==> src/rtl/codir_pkg.sv <==
package codir_pkg;

  // Decoded content of one half-bit sample.
  typedef enum logic [1:0] {
    MK_NONE = 2'd0,
    MK_POS  = 2'd1,
    MK_NEG  = 2'd2
  } mark_e;

  // How a decoded bit affects octet framing.
  typedef enum logic [1:0] {
    CL_OPEN     = 2'd0,  // octet still filling
    CL_ALIGNED  = 2'd1,  // closed by a violation on its last bit
    CL_FLYWHEEL = 2'd2,  // closed by the counter alone
    CL_REALIGN  = 2'd3   // violation elsewhere: restart framing
  } close_e;

  function automatic mark_e classify(input logic p_n, input logic n_n);
    if (!p_n)      return MK_POS;
    else if (!n_n) return MK_NEG;
    else           return MK_NONE;
  endfunction

endpackage

==> src/rtl/codir_line_dec.sv <==
module codir_line_dec
  import codir_pkg::*;
(
  input  logic clk,
  input  logic rst_n,
  input  logic stb,
  input  logic half,
  input  logic p_n,
  input  logic n_n,
  output logic bit_vld,
  output logic bit_val,
  output logic viol
);

  mark_e mk;
  logic  first_mark_q;
  logic  first_pos_q;
  logic  prev_pos_q;
  logic  have_prev_q;

  always_comb mk = classify(p_n, n_n);

  always_ff @(posedge clk) begin
    if (!rst_n) begin
      bit_vld      <= 1'b0;
      bit_val      <= 1'b0;
      viol         <= 1'b0;
      first_mark_q <= 1'b0;
      first_pos_q  <= 1'b0;
      prev_pos_q   <= 1'b0;
      have_prev_q  <= 1'b0;
    end else begin
      bit_vld <= 1'b0;
      if (stb && !half) begin
        first_mark_q <= (mk != MK_NONE);
        first_pos_q  <= (mk == MK_POS);
      end
      if (stb && half) begin
        bit_vld      <= 1'b1;
        bit_val      <= (mk == MK_NONE);
        viol         <= first_mark_q && have_prev_q && (first_pos_q == prev_pos_q);
        first_mark_q <= 1'b0;
        if (first_mark_q) begin
          prev_pos_q  <= first_pos_q;
          have_prev_q <= 1'b1;
        end
      end
    end
  end

endmodule

==> src/rtl/codir_octet_align.sv <==
module codir_octet_align
  import codir_pkg::*;
#(
  parameter int OCT_W      = 8,
  parameter int MISS_LIMIT = 8
) (
  input  logic             clk,
  input  logic             rst_n,
  input  logic             bit_vld,
  input  logic             bit_val,
  input  logic             viol,
  output logic             wr,
  output logic [OCT_W-1:0] wr_data,
  output logic             wr_miss,
  output logic             alarm
);

  localparam int POS_W = $clog2(OCT_W);
  localparam int CNT_W = $clog2(MISS_LIMIT + 1);
  localparam logic [POS_W-1:0] POS_LAST = POS_W'(OCT_W - 1);
  localparam logic [CNT_W-1:0] CNT_TOP  = CNT_W'(MISS_LIMIT);

  logic [POS_W-1:0] pos_q;
  logic [OCT_W-1:0] asm_q;
  logic [OCT_W-1:0] asm_nx;
  logic [CNT_W-1:0] miss_q;
  logic [CNT_W-1:0] miss_nx;
  close_e           kind;

  always_comb begin
    asm_nx        = asm_q;
    asm_nx[pos_q] = bit_val;
  end

  always_comb miss_nx = (miss_q == CNT_TOP) ? miss_q : miss_q + 1'b1;

  always_comb begin
    if (viol)
      kind = (pos_q == POS_LAST) ? CL_ALIGNED : CL_REALIGN;
    else
      kind = (pos_q == POS_LAST) ? CL_FLYWHEEL : CL_OPEN;
  end

  always_ff @(posedge clk) begin
    if (!rst_n) begin
      pos_q   <= '0;
      asm_q   <= '0;
      miss_q  <= '0;
      wr      <= 1'b0;
      wr_data <= '0;
      wr_miss <= 1'b0;
      alarm   <= 1'b0;
    end else begin
      wr <= 1'b0;
      if (bit_vld) begin
        unique case (kind)
          CL_OPEN: begin
            asm_q <= asm_nx;
            pos_q <= pos_q + 1'b1;
          end
          CL_ALIGNED: begin
            wr      <= 1'b1;
            wr_data <= asm_nx;
            wr_miss <= 1'b0;
            miss_q  <= '0;
            alarm   <= 1'b0;
            pos_q   <= '0;
          end
          CL_FLYWHEEL: begin
            wr      <= 1'b1;
            wr_data <= asm_nx;
            wr_miss <= 1'b1;
            miss_q  <= miss_nx;
            alarm   <= (miss_nx == CNT_TOP);
            pos_q   <= '0;
          end
          CL_REALIGN: begin
            pos_q <= '0;
          end
          default: pos_q <= pos_q;
        endcase
      end
    end
  end

endmodule

==> src/rtl/codir_slip_buf.sv <==
module codir_slip_buf #(
  parameter int OCT_W = 8
) (
  input  logic             clk,
  input  logic             rst_n,
  input  logic             wr,
  input  logic [OCT_W-1:0] wr_data,
  input  logic             wr_miss,
  input  logic             take,
  output logic             rd_avail,
  output logic [OCT_W-1:0] rd_data,
  output logic             rd_miss
);

  localparam int NREG = 2;

  logic [NREG-1:0]  fresh;
  logic [OCT_W-1:0] slot_data [NREG];
  logic [NREG-1:0]  slot_miss;
  logic             last_wr_q;
  logic             wr_idx;

  always_comb wr_idx = ~last_wr_q;

  for (genvar g = 0; g < NREG; g++) begin : g_reg
    logic             fresh_q;
    logic [OCT_W-1:0] data_q;
    logic             miss_q;
    logic             hit;

    always_comb hit = wr && (wr_idx == 1'(g));

    always_ff @(posedge clk) begin
      if (!rst_n) begin
        fresh_q <= 1'b0;
        data_q  <= '1;
        miss_q  <= 1'b0;
      end else begin
        if (hit) begin
          data_q  <= wr_data;
          miss_q  <= wr_miss;
          fresh_q <= 1'b1;
        end else if (take) begin
          fresh_q <= 1'b0;
        end
      end
    end

    assign fresh[g]     = fresh_q;
    assign slot_data[g] = data_q;
    assign slot_miss[g] = miss_q;
  end

  always_ff @(posedge clk) begin
    if (!rst_n)  last_wr_q <= 1'b1;
    else if (wr) last_wr_q <= wr_idx;
  end

  always_comb begin
    rd_avail = |fresh;
    rd_data  = slot_data[last_wr_q];
    rd_miss  = slot_miss[last_wr_q];
  end

endmodule

==> src/rtl/codir_slot_out.sv <==
module codir_slot_out #(
  parameter int OCT_W = 8
) (
  input  logic             clk,
  input  logic             rst_n,
  input  logic             pcm_stb,
  input  logic             ts1,
  input  logic             ts2,
  input  logic             ts_sel,
  input  logic             sup_n,
  input  logic             blank,
  input  logic             rd_avail,
  input  logic [OCT_W-1:0] rd_data,
  input  logic             rd_miss,
  output logic             take,
  output logic             pcm_out
);

  localparam int IDX_W = $clog2(OCT_W + 1);
  localparam int SEL_W = $clog2(OCT_W);
  localparam logic [IDX_W-1:0] IDX_END = IDX_W'(OCT_W);

  logic             env;
  logic             env_prev_q;
  logic             start;
  logic [OCT_W-1:0] hold_q;
  logic             hold_miss_q;
  logic [OCT_W-1:0] cur_data;
  logic             cur_force;
  logic             force_q;
  logic [IDX_W-1:0] idx_q;
  logic             bit_q;

  always_comb begin
    env       = ts_sel ? ts1 : ts2;
    start     = pcm_stb && env && !env_prev_q;
    take      = start && rd_avail;
    cur_data  = rd_avail ? rd_data : hold_q;
    cur_force = (rd_avail ? rd_miss : hold_miss_q) && !sup_n;
  end

  always_ff @(posedge clk) begin
    if (!rst_n) begin
      env_prev_q  <= 1'b0;
      hold_q      <= '1;
      hold_miss_q <= 1'b0;
      force_q     <= 1'b0;
      idx_q       <= IDX_END;
      bit_q       <= 1'b1;
    end else if (pcm_stb) begin
      env_prev_q <= env;
      if (start) begin
        hold_q      <= cur_data;
        hold_miss_q <= rd_avail ? rd_miss : hold_miss_q;
        force_q     <= cur_force;
        bit_q       <= cur_data[0] | cur_force;
        idx_q       <= IDX_W'(1);
      end else if (env && idx_q < IDX_END) begin
        bit_q <= hold_q[idx_q[SEL_W-1:0]] | force_q;
        idx_q <= idx_q + 1'b1;
      end else begin
        bit_q <= 1'b1;
      end
    end
  end

  always_comb pcm_out = bit_q | blank;

endmodule

==> src/rtl/codir_rx.sv <==
module codir_rx #(
  parameter int OCT_W      = 8,
  parameter int MISS_LIMIT = 8
) (
  input  logic clk,
  input  logic rst_n,
  input  logic line_stb,
  input  logic line_half,
  input  logic line_p_n,
  input  logic line_n_n,
  input  logic pcm_stb,
  input  logic ts1,
  input  logic ts2,
  input  logic ts_sel,
  input  logic sup_n,
  input  logic blank,
  output logic pcm_out,
  output logic alarm
);

  logic             dec_vld;
  logic             dec_bit;
  logic             dec_viol;
  logic             oct_wr;
  logic [OCT_W-1:0] oct_data;
  logic             oct_miss;
  logic             take;
  logic             rd_avail;
  logic [OCT_W-1:0] rd_data;
  logic             rd_miss;

  codir_line_dec u_dec (
    .clk     (clk),
    .rst_n   (rst_n),
    .stb     (line_stb),
    .half    (line_half),
    .p_n     (line_p_n),
    .n_n     (line_n_n),
    .bit_vld (dec_vld),
    .bit_val (dec_bit),
    .viol    (dec_viol)
  );

  codir_octet_align #(.OCT_W(OCT_W), .MISS_LIMIT(MISS_LIMIT)) u_align (
    .clk     (clk),
    .rst_n   (rst_n),
    .bit_vld (dec_vld),
    .bit_val (dec_bit),
    .viol    (dec_viol),
    .wr      (oct_wr),
    .wr_data (oct_data),
    .wr_miss (oct_miss),
    .alarm   (alarm)
  );

  codir_slip_buf #(.OCT_W(OCT_W)) u_buf (
    .clk      (clk),
    .rst_n    (rst_n),
    .wr       (oct_wr),
    .wr_data  (oct_data),
    .wr_miss  (oct_miss),
    .take     (take),
    .rd_avail (rd_avail),
    .rd_data  (rd_data),
    .rd_miss  (rd_miss)
  );

  codir_slot_out #(.OCT_W(OCT_W)) u_out (
    .clk      (clk),
    .rst_n    (rst_n),
    .pcm_stb  (pcm_stb),
    .ts1      (ts1),
    .ts2      (ts2),
    .ts_sel   (ts_sel),
    .sup_n    (sup_n),
    .blank    (blank),
    .rd_avail (rd_avail),
    .rd_data  (rd_data),
    .rd_miss  (rd_miss),
    .take     (take),
    .pcm_out  (pcm_out)
  );

endmodule

==> config.mk <==
export PLATFORM = sky130hd
export DESIGN_NAME = codir_rx
export DESIGN_NICKNAME = d
export VERILOG_FILES = /design/src/rtl/codir_pkg.sv /design/src/rtl/codir_line_dec.sv /design/src/rtl/codir_octet_align.sv /design/src/rtl/codir_slip_buf.sv /design/src/rtl/codir_slot_out.sv /design/src/rtl/codir_rx.sv
export SDC_FILE = /design/constraint.sdc
export NUM_CORES = 1
export LEC_CHECK = 0
export ABC_CLOCK_PERIOD_IN_PS = 1500
export BUFFER_PORTS_ARGS = -buffer_cell sky130_fd_sc_hd__clkbuf_2
export CORE_MARGIN = 1
export CORE_UTILIZATION = 25
export DETAILED_ROUTE_END_ITERATION = 12
export PLACE_DENSITY = 0.4
export SYNTH_ARGS = -nofsm -noshare
export SYNTH_HDL_FRONTEND = slang
export SYNTH_HIERARCHICAL = 1
export SYNTH_SLANG_ARGS = --single-unit
==> constraint.sdc <==
create_clock -name clk -period 1.5 [get_ports clk]
set_clock_uncertainty 0.05 [all_clocks]
set_input_delay 0.225 -clock clk [delete_from_list [all_inputs] [get_ports clk]]
set_output_delay 0.225 -clock clk [all_outputs]
set_load 0.1 [all_outputs]
==> results of run 1 <==
==> routing by layer <==
metal / share of wire / up-vias / GRT usage
li1: - / 1372 / -
met1: 0.51 / 1193 / 0.1479
met2: 0.45 / 25 / 0.1750
met3: 0.027 / 11 / 0.03101
met4: 0.016 / 0 / 0.04087
met5: 0 / - / 0
==> path summary, 6_finish.rpt <==
path | end | slack (ns) | cells past startpoint
max | u_align/miss_q[0] | 0.04 | 5
min reg2reg | u_dec/have_prev_q | 0.40 | 2
max reg2reg | u_align/miss_q[0] | 0.04 | 5
min | u_dec/bit_val | 0.14 | 3
==> critical path, stage by stage (launching register included) <==
cell	delay, ns
dfxtp_2	0.33
inv_2	0.04
ha_4	0.15
and3b_2	0.20
or4_1	0.46
a21boi_1	0.15
==> synth_stat cells, drive strengths merged (2+ instances only) <==
library cell / count
or4: 2
or2: 2
nor3b: 4
nor4bb: 2
nor2: 8
nand3: 31
and4bb: 2
and3: 4
mux2: 2
buf: 17
mux4: 2
a21boi: 12
nand3b: 10
o21a: 2
nor2b: 12
nand2b: 7
o21ai: 24
a21oi: 11
o211ai: 15
or3: 2
and2: 3
inv: 22
nand2: 43
and3b: 3
a22oi: 2
dfxtp: 70
mux2i: 27
a31oi: 4
nand4: 3
clkbuf: 6
ha: 5
==> final cells by class <==
cell class              instances  area [µm²]  area share
clock buffers                  11       252.7     0.06219
clock inverters                 4       22.52    0.005542
inverters                      22       82.58     0.02032
multi-input cells             256        1780      0.4381
flip-flops and latches         70        1410      0.3470
well taps                     172       215.2     0.05296
repair buffers                 42       300.3     0.07389
==> state kept, by name, summed over array words and instances, names as in the netlist, 2 cells and up <==
name	cells
u_align/miss_q	4
u_align/pos_q	3
u_buf/g.miss_q	2
u_out/idx_q	4
u_buf/g.fresh_q	2
u_align/wr_data	8
u_buf/g.data_q	16
u_align/asm_q	8
u_out/hold_q	8
==> repair_timing <==
item | 4_1_cts | 5_1_grt
resized for setup | 5 | 15
setup endpoints to repair | 5 | 10
buffers inserted | 0 | 1
pin swaps | 1 | 9
hold buffers | 0 | 0
==> cells by family (layout without fill, tap and decap cells) <==
logic type	after synthesis	in the layout	share of synthesized area
simple gates	144	144	0.2492
compound gates	75	75	0.1423
flops	70	70	0.4184
buf+inv	46	79	0.06574
mux	31	31	0.1031
fa+ha+maj	5	5	0.01868
xor+xnor	1	1	0.002615
==> stage by stage <==
step	std cells	worst slack [ns]	utilization	hold slack, ns
finish	577	0.03862	0.3169	0.1432
global route	577	-0.04947	0.3169	0.1415
CTS	576	0.01232	0.3133	0.1337
detailed placement	561	-0.02961	0.2913	0.3991
global placement	561	0.0002797	0.2913	0.3963
floorplan	372	-0.006579	-	0.3032
==> power groups by stage <==
stage	clock, µW	combinational [µW]	sequential [µW]
after global routing	2110	194	1890
after detailed placement	0	177	1930
after CTS	2040	179	1890
after global placement	0	178	1930
final	1970	177	1890
after floorplan	0	104	1930
==> placed cells by master, fill, tap and decap left out, drive strengths merged, types with 4 or more instances in the layout <==
cell type  instances
nand3b            10
nor2               8
nor3b              4
inv               22
clkbuf            22
nor2b             12
o211ai            15
o21ai             24
ha                 5
nand2             43
dfxtp             70
a31oi              4
nand3             31
buf               31
mux2i             27
nand2b             7
a21oi             11
and3               4
a21boi            12
==> run_results.csv, run 1 <==
group,metric,value,unit
power_and_ir_drop,vdd_drop_max,0.4632,mV
logic_synthesis,syn_area_per_cell,9.004,µm²
logic_synthesis,syn_nets,389,
power_and_ir_drop,p_total,4040,µW
clock_network,cts_buffers,9,
setup_path,crit_type,"flop to flop",
global_route,grt.overflow.total,0,
logic_synthesis,synth_warnings,6,
power_and_ir_drop,p_sw,894.6,µW
finish,fillCellCount,1370,
logic_synthesis,synth_top_area_frac,0.4184,
logic_synthesis,synth_top_cells_by_area,"dfxtp_1 (42%), mux2i_1 (8.1%), nand3_1 (4.6%), nand2_1 (4.6%), o21ai_0 (3.4%)",
global_route,antenna_found_initial,0,
clock_network,cts-root-buf,"clkbuf_16",
clock_network,cts.sinks,70,
timing,rsz0062_at_grt,"yes",
power_and_ir_drop,switching_share,0.2215,
die,io_pins,14,
timing,slew_viol_final,0,
route,dr.pass1.iters,6,
route,routedWlPerCell,12.64,µm
finish,antennaDiodeCount,0,
placed_design,gp_congestion,0.7695,
finish,drive_gt1_frac,0.2296,
clock_network,clk_latency,0.33,ns
logic_synthesis,ys_types,57,
placed_design,place_area,0.003736,mm²
logic_synthesis,netlist_instances,372,
power_and_ir_drop,share_comb_of_total_power,0.044,
route,routed_wl,7295,µm
clock_network,clkTransAtPathRegs,0.06,ns
hold_path,holdCritPathClass,"primary input to flop",
clock_network,htreeDepth,3,
logic_synthesis,ys_seq_area_frac,0.4184,
finish,nNetsFinal,418,
global_route,grt_pass1_vias,2525,
power_and_ir_drop,leakagePower,0.001778,µW
setup_path,arrival,1.66,ns
logic_synthesis,async_reset_ff_frac,0,
logic_synthesis,synth_seq_cells,70,
die,fp-row-count,41,
timing,min_period_over_period,0.9743,
placed_design,hpwl,5043,µm
setup_path,required,1.70,ns
die,dieHeight,117.8,µm
setup_path,start_kind,"flop",
setup_path,worstPathMaxFanout,2,
power_and_ir_drop,power_frac_seq,0.468,
logic_synthesis,yosys.area.top_type,"dfxtp_1",
global_route,grt_start_max_net_pins,33,
job,drv_cap,0,
timing,finalHoldViolations,0,
finish,syn2layout_area_growth,21.33,%
setup_path,reg2reg_from,"u_align/miss_q[1]",
logic_synthesis,syn-cell-area,0.003349,mm²
logic_synthesis,synth_edf_count,0,
setup_path,cp-end-kind,"flop",
die,coreArea,0.01282,mm²
timing,worst_pin_slew,0.4613,ns
route,initialDrtViolationCount,145,
route,detail-route-antenna-nets,0,
global_route,grt_pass1_wl,12610,µm
die,die-area,0.01387,mm²
timing,finalSetupViolations,0,
clock_network,clockBufferDepth,2,
timing,period_needed,1.461,ns
clock_network,cts_tree,"done",
hold_path,min-delay-start,"line_n_n",
outcome,outcome,"completed",
power_and_ir_drop,power_density,994.0,mW/mm²
placed_design,io_buffers,13,
timing,finalSetupTns,0,ns
power_and_ir_drop,p_clk_frac,0.488,
power_and_ir_drop,intPower,3145,µW
finish,final_area,0.004064,mm²
route,avgViaCountPerCell,4.508,
setup_path,crit_start,"u_align/miss_q[1]",
route,drc,0,
timing,slew_headroom,0.6921,
logic_synthesis,synth_flop_cell,"dfxtp_1",
route,via_count,2601,
timing,fmax,684.3,MHz
die,initial_core_util,0.2612,
die,die-width,117.8,µm
global_route,grt_use_total,0.1125,
Power figures use the tool's default switching activity.
==> inputs of run 2 (changes only) <==
CORE_UTILIZATION = 45   (was 25)
PLACE_DENSITY = 0.64   (was 0.4)
==> run 2 against run 1 <==
  * Sequential share of layout area is 2.0 points higher
  * Critical endpoint unchanged
  * Clock power is 33% lower
  * Fmax is 0.78% lower
  * Critical path depth stayed put
  * Design area is 5.5% lower
  * Global-route usage is 6.6 points higher
  * Core utilization is 22 points higher
  * Via count is 0.92% higher
  * Critical path type unchanged
  * Die area is 44% lower
  * Non-clock buffer count stayed put
  * Largest power group is now sequential cells
==> run_results.csv, run 2 (synthesized netlist as in run 1, its figures left out) <==
group,metric,value,unit
outcome,outcome,"completed",
clock_network,ctsHoldBuffers,0,
clock_network,htreeDepth,3,
setup_path,critPathMaxStageDelay,0.46,ns
finish,seqCellArea,0.001409,mm²
timing,min_period_over_period,0.9819,
route,drc,0,
die,die-area,0.007792,mm²
die,dieHeight,88.28,µm
job,drv_cap,0,
finish,top_register,"u_buf/g.data_q",
finish,multi_input_area,0.001762,mm²
die,coreArea,0.007214,mm²
finish,final_area,0.003840,mm²
die,die-width,88.28,µm
power_and_ir_drop,leakagePower,0.001722,µW
power_and_ir_drop,power_density,881.4,mW/mm²
global_route,antenna_found_initial,0,
route,avgViaCountPerCell,5.208,
clock_network,cts_buffers,9,
timing,slew_viol_final,0,
clock_network,clk_latency,0.33,ns
setup_path,critPathTopFamily,"simple AND/OR/NAND/NOR gates",
setup_path,required,1.71,ns
timing,worst_pin_slew,0.5373,ns
setup_path,cp-end-kind,"flop",
setup_path,arrival,1.68,ns
placed_design,io_buffers,13,
timing,period_needed,1.473,ns
setup_path,start_kind,"flop",
timing,worst_hold_slack,0.1362,ns
setup_path,reg2reg_depth,5,
placed_design,hpwl,4441,µm
clock_network,cts.sinks,70,
finish,fillCellCount,726,
hold_path,hold_depth,3,
timing,finalSetupViolations,0,
timing,fmax,678.9,MHz
die,fp-row-count,31,
global_route,grt_start_max_net_pins,37,
timing,finalHoldViolations,0,
route,initialDrtViolationCount,85,
die,initial_core_util,0.4643,
clock_network,cts-root-buf,"clkbuf_8",
global_route,grt_pass1_vias,2391,
timing,slew_headroom,0.6433,
setup_path,cp_slowest_cell,"or4_1",
die,io_pins,14,
route,routed_wl,6438,µm
placed_design,dp_slack,-0.02385,ns
setup_path,worstPathCellList,"inv_1 > ha_2 > and3b_2 > or4_1 > a21boi_1",
finish,largest_reg_flops,16,
hold_path,holdCritPathClass,"primary input to flop",
power_and_ir_drop,vdd_drop_max,0.5315,mV
timing,finalSetupTns,0,ns
global_route,grt.overflow.total,0,
finish,drive_gt1_frac,0.2148,
global_route,grt_pass1_wl,10760,µm
setup_path,path_depth,5,
finish,antennaDiodeCount,0,
timing,fin_ws,0.02710,ns
setup_path,crit_type,"flop to flop",
finish,syn2layout_area_growth,14.64,%
clock_network,clkTransAtPathRegs,0.06,ns
clock_network,cts_tree,"done",
route,via_count,2625,
placed_design,gp_congestion,0.7597,
route,routedWlPerCell,12.77,µm
placed_design,place_area,0.003630,mm²
finish,mostFrequentLayoutCells,"dfxtp_1 (64), nand2_1 (41), nand3_1 (31)",
setup_path,path_buf_inv,1,
clock_network,clockBufferDepth,2,
timing,rsz0062_at_grt,"yes",
setup_path,worstPathMaxFanout,2,
global_route,grt_use_total,0.1787,
route,detail-route-antenna-nets,0,
finish,layout_commonest_cell,"dfxtp_1",
finish,nNetsFinal,418,
route,dr.pass1.iters,4,
run 2: cell count changes in the layout (fill, tap and decap cells not counted), sizes merged:
cell and delta:
clkbuf +5, buf -2, clkinv -2, clkinvlp -1
run 2: worst paths after layout:
kind                           from                end  slack [ns]
setup / recovery  u_align/miss_q[1]  u_align/miss_q[0]        0.03
hold reg to reg    u_align/asm_q[5]   u_align/asm_q[5]        0.41
hold / removal             line_n_n      u_dec/bit_val        0.14
setup reg to reg  u_align/miss_q[1]  u_align/miss_q[0]        0.03
run 2: cell type report:
class,count,share of cell area
clock inverters,1,0.001303
inverters,22,0.02151
well taps,99,0.03226
clock buffers,14,0.04236
repair buffers,42,0.07690
multi-input cells,256,0.4588
flip-flops and latches,70,0.3669
run 2: metrics by stage:
step | utilization | cells | total power, µW
3_3_place_gp | 0.5031 | 488 | 2102
5_1_grt | 0.5323 | 504 | 3525
6_report | 0.5323 | 504 | 3384
2_1_floorplan | - | 372 | 2031
4_1_cts | 0.5279 | 503 | 3434
3_5_place_dp | 0.5031 | 488 | 2106
run 2: report_power, final:
group	switching [µW]	internal (µW)	total (µW)
Combinational	97.7	81.5	179
Clock	634	682	1320
Sequential	15.8	1870	1890
run 2: layer usage:
layer | global-route usage | wire length [µm] | up-vias
met4 | 0.07771 | 74 | 0
met1 | 0.2296 | 3253 | 1213
li1 | - | - | 1369
met2 | 0.2832 | 2964 | 33
met5 | 0 | 0 | -
met3 | 0.04757 | 146 | 10
run 2: repair_timing:
item	in CTS	in global routing
gates resized for setup	5	10
pin swaps	0	9
buffers inserted	0	1
gates cloned	0	0
setup endpoints to repair	5	8
run 2: worst register-to-register path: cells and delay by family (launching register included):
kind / cells / cell delay [ns]
compound gates: 1 / 0.13
simple gates: 2 / 0.67
flops: 1 / 0.33
buf+inv: 1 / 0.04
fa+ha+maj: 1 / 0.17
==> inputs of run 3 (changes only) <==
PLACE_DENSITY = not set   (was 0.64)
PLACE_DENSITY_LB_ADDON = 0.2   (was not set)
==> run 3 against run 2 <==
  * Non-clock buffer count shrank 7
  * Clock-buffer cell count is 2 lower
  * Setup slack worse by 0.0075 ns
  * Register-to-register slack about the same
  * Critical endpoint unchanged
==> run_results.csv, run 3 (synthesized netlist as in run 1, its figures left out) <==
group,metric,value,unit
hold_path,hold_depth,3,
setup_path,worstPathMaxFanout,7,
route,detail-route-antenna-nets,0,
timing,period_needed,1.480,ns
timing,min_period_over_period,0.9869,
route,drc,0,
power_and_ir_drop,vdd_drop_max,0.4636,mV
die,die-area,0.007792,mm²
setup_path,reg2reg_slack,0.02,ns
finish,top_register,"u_buf/g.data_q",
global_route,grt.overflow.total,0,
clock_network,clkTransAtPathRegs,0.07,ns
global_route,grt_start_max_net_pins,37,
global_route,grt_pass1_wl,10450,µm
route,via_count,2582,
placed_design,gp_congestion,0.7830,
setup_path,path_buf_inv,0,
timing,slew_headroom,0.6421,
route,initialDrtViolationCount,162,
finish,final_area,0.003786,mm²
timing,fmax,675.5,MHz
setup_path,reg2reg_to,"u_align/miss_q[0]",
placed_design,hpwl,4323,µm
die,fp-row-count,31,
die,die-width,88.28,µm
timing,slew_viol_final,0,
clock_network,cts-root-buf,"clkbuf_8",
setup_path,reg2reg_from,"u_align/pos_q[0]",
global_route,grt_use_total,0.1748,
placed_design,io_buffers,13,
outcome,outcome,"completed",
power_and_ir_drop,power_density,880.3,mW/mm²
setup_path,crit_type,"flop to flop",
finish,fillCellCount,704,
clock_network,ctsHoldBuffers,0,
clock_network,cts_tree,"done",
timing,rsz0062_at_grt,"yes",
setup_path,critPathMaxStageDelay,0.47,ns
job,drv_cap,0,
finish,layout_commonest_cell,"dfxtp_1",
die,dieHeight,88.28,µm
finish,antennaDiodeCount,0,
timing,finalHoldViolations,0,
timing,worst_pin_slew,0.5391,ns
clock_network,cts_setup_buffers,0,
route,routedWlPerCell,12.81,µm
finish,mostFrequentLayoutCells,"dfxtp_1 (65), nand2_1 (41), nand3_1 (31)",
setup_path,cp-end-kind,"flop",
setup_path,cp_slowest_cell,"or4_1",
global_route,antenna_found_initial,0,
route,avgViaCountPerCell,5.206,
route,routed_wl,6352,µm
hold_path,holdCritPathClass,"primary input to flop",
clock_network,cts.sinks,70,
clock_network,clockBufferDepth,2,
clock_network,htreeDepth,3,
die,initial_core_util,0.4643,
power_and_ir_drop,leakagePower,0.001692,µW
hold_path,min-delay-start,"line_n_n",
placed_design,place_area,0.003610,mm²
route,dr.pass1.iters,4,
global_route,grt_pass1_vias,2202,
clock_network,cts_buffers,9,
die,io_pins,14,
setup_path,path_depth,5,
die,coreArea,0.007214,mm²
setup_path,start_kind,"flop",
finish,nNetsFinal,411,
setup_path,arrival,1.70,ns
timing,finalSetupViolations,0,
finish,largest_reg_flops,16,
hold_path,min_to,"u_dec/bit_val",
timing,finalSetupTns,0,ns
setup_path,critPathTopFamily,"simple AND/OR/NAND/NOR gates",
setup_path,reg2reg_depth,5,
setup_path,worstPathCellList,"ha_4 > ha_4 > nand2_4 > or4_1 > a21boi_1",
setup_path,required,1.72,ns
finish,syn2layout_area_growth,13.04,%
clock_network,clk_latency,0.34,ns
finish,drive_gt1_frac,0.1889,
setup_path,crit_top_cell,"ha_4",
## run 3: final cells by class
class | count | area [µm²] | share of cell area
clock buffers | 12 | 145.1 | 0.03833
clock inverters | 2 | 10.01 | 0.002644
inverters | 22 | 82.58 | 0.02181
multi-input cells | 256 | 1748 | 0.4617
flip-flops and latches | 70 | 1408 | 0.3718
well taps | 99 | 123.9 | 0.03272
repair buffers | 35 | 269.0 | 0.07105
## run 3: power by group
group / switching [µW] / internal [µW] / leakage (µW)
sequential: 16.3 / 1870 / 0.000569
clock: 645 / 622 / 0.0000821
combinational: 94.2 / 81.3 / 0.00104
## run 3: worst register-to-register path: cells and delay by family, from the launching register on
family | cells | cell delay (ns)
AOI/OAI and AO/OA | 1 | 0.14
adders and majority gates | 2 | 0.31
DFF | 1 | 0.35
and+or+nand+nor | 2 | 0.55
## run 3: layer usage
layer | global-route usage | wire (µm) | share of wire | vias up
met4 | 0.05279 | 67 | 0.011 | 0
met5 | 0 | 0 | 0 | -
met2 | 0.2650 | 3002 | 0.47 | 29
met1 | 0.2326 | 3066 | 0.48 | 1193
met3 | 0.06437 | 216 | 0.034 | 9
li1 | - | - | - | 1351
## run 3: stage by stage
| step | power (µW) | hold slack, ns | setup slack [ns] | instances | utilization |
|---|---|---|---|---|---|
| 4_1_cts | 3386 | 0.1030 | 0.008609 | 496 | 0.5238 |
| 2_1_floorplan | 2031 | 0.3032 | -0.006579 | 372 | - |
| 3_3_place_gp | 2102 | 0.3931 | 0.001176 | 482 | 0.5003 |
| 5_1_grt | 3482 | 0.1332 | -0.05807 | 496 | 0.5248 |
| 6_report | 3333 | 0.1183 | 0.01963 | 496 | 0.5248 |
| 3_5_place_dp | 2105 | 0.3956 | -0.02675 | 482 | 0.5003 |
## run 3: timing repair
action,4_1_cts,5_1_grt
setup endpoints to repair,4,11
pin swaps,2,4
cloned,0,0
gates resized for setup,7,3
## run 3: how the worst max path moves through the flow
stage,from,end
3_3_place_gp,u_out/idx_q[1],u_out/bit_q
3_5_place_dp,u_out/idx_q[2],u_out/bit_q
5_1_grt,u_align/pos_q[0],u_align/asm_q[5]
6_report,u_align/pos_q[0],u_align/miss_q[0]
2_1_floorplan,u_align/pos_q[0],u_align/wr_data[7]
4_1_cts,u_align/pos_q[0],u_align/miss_q[3]
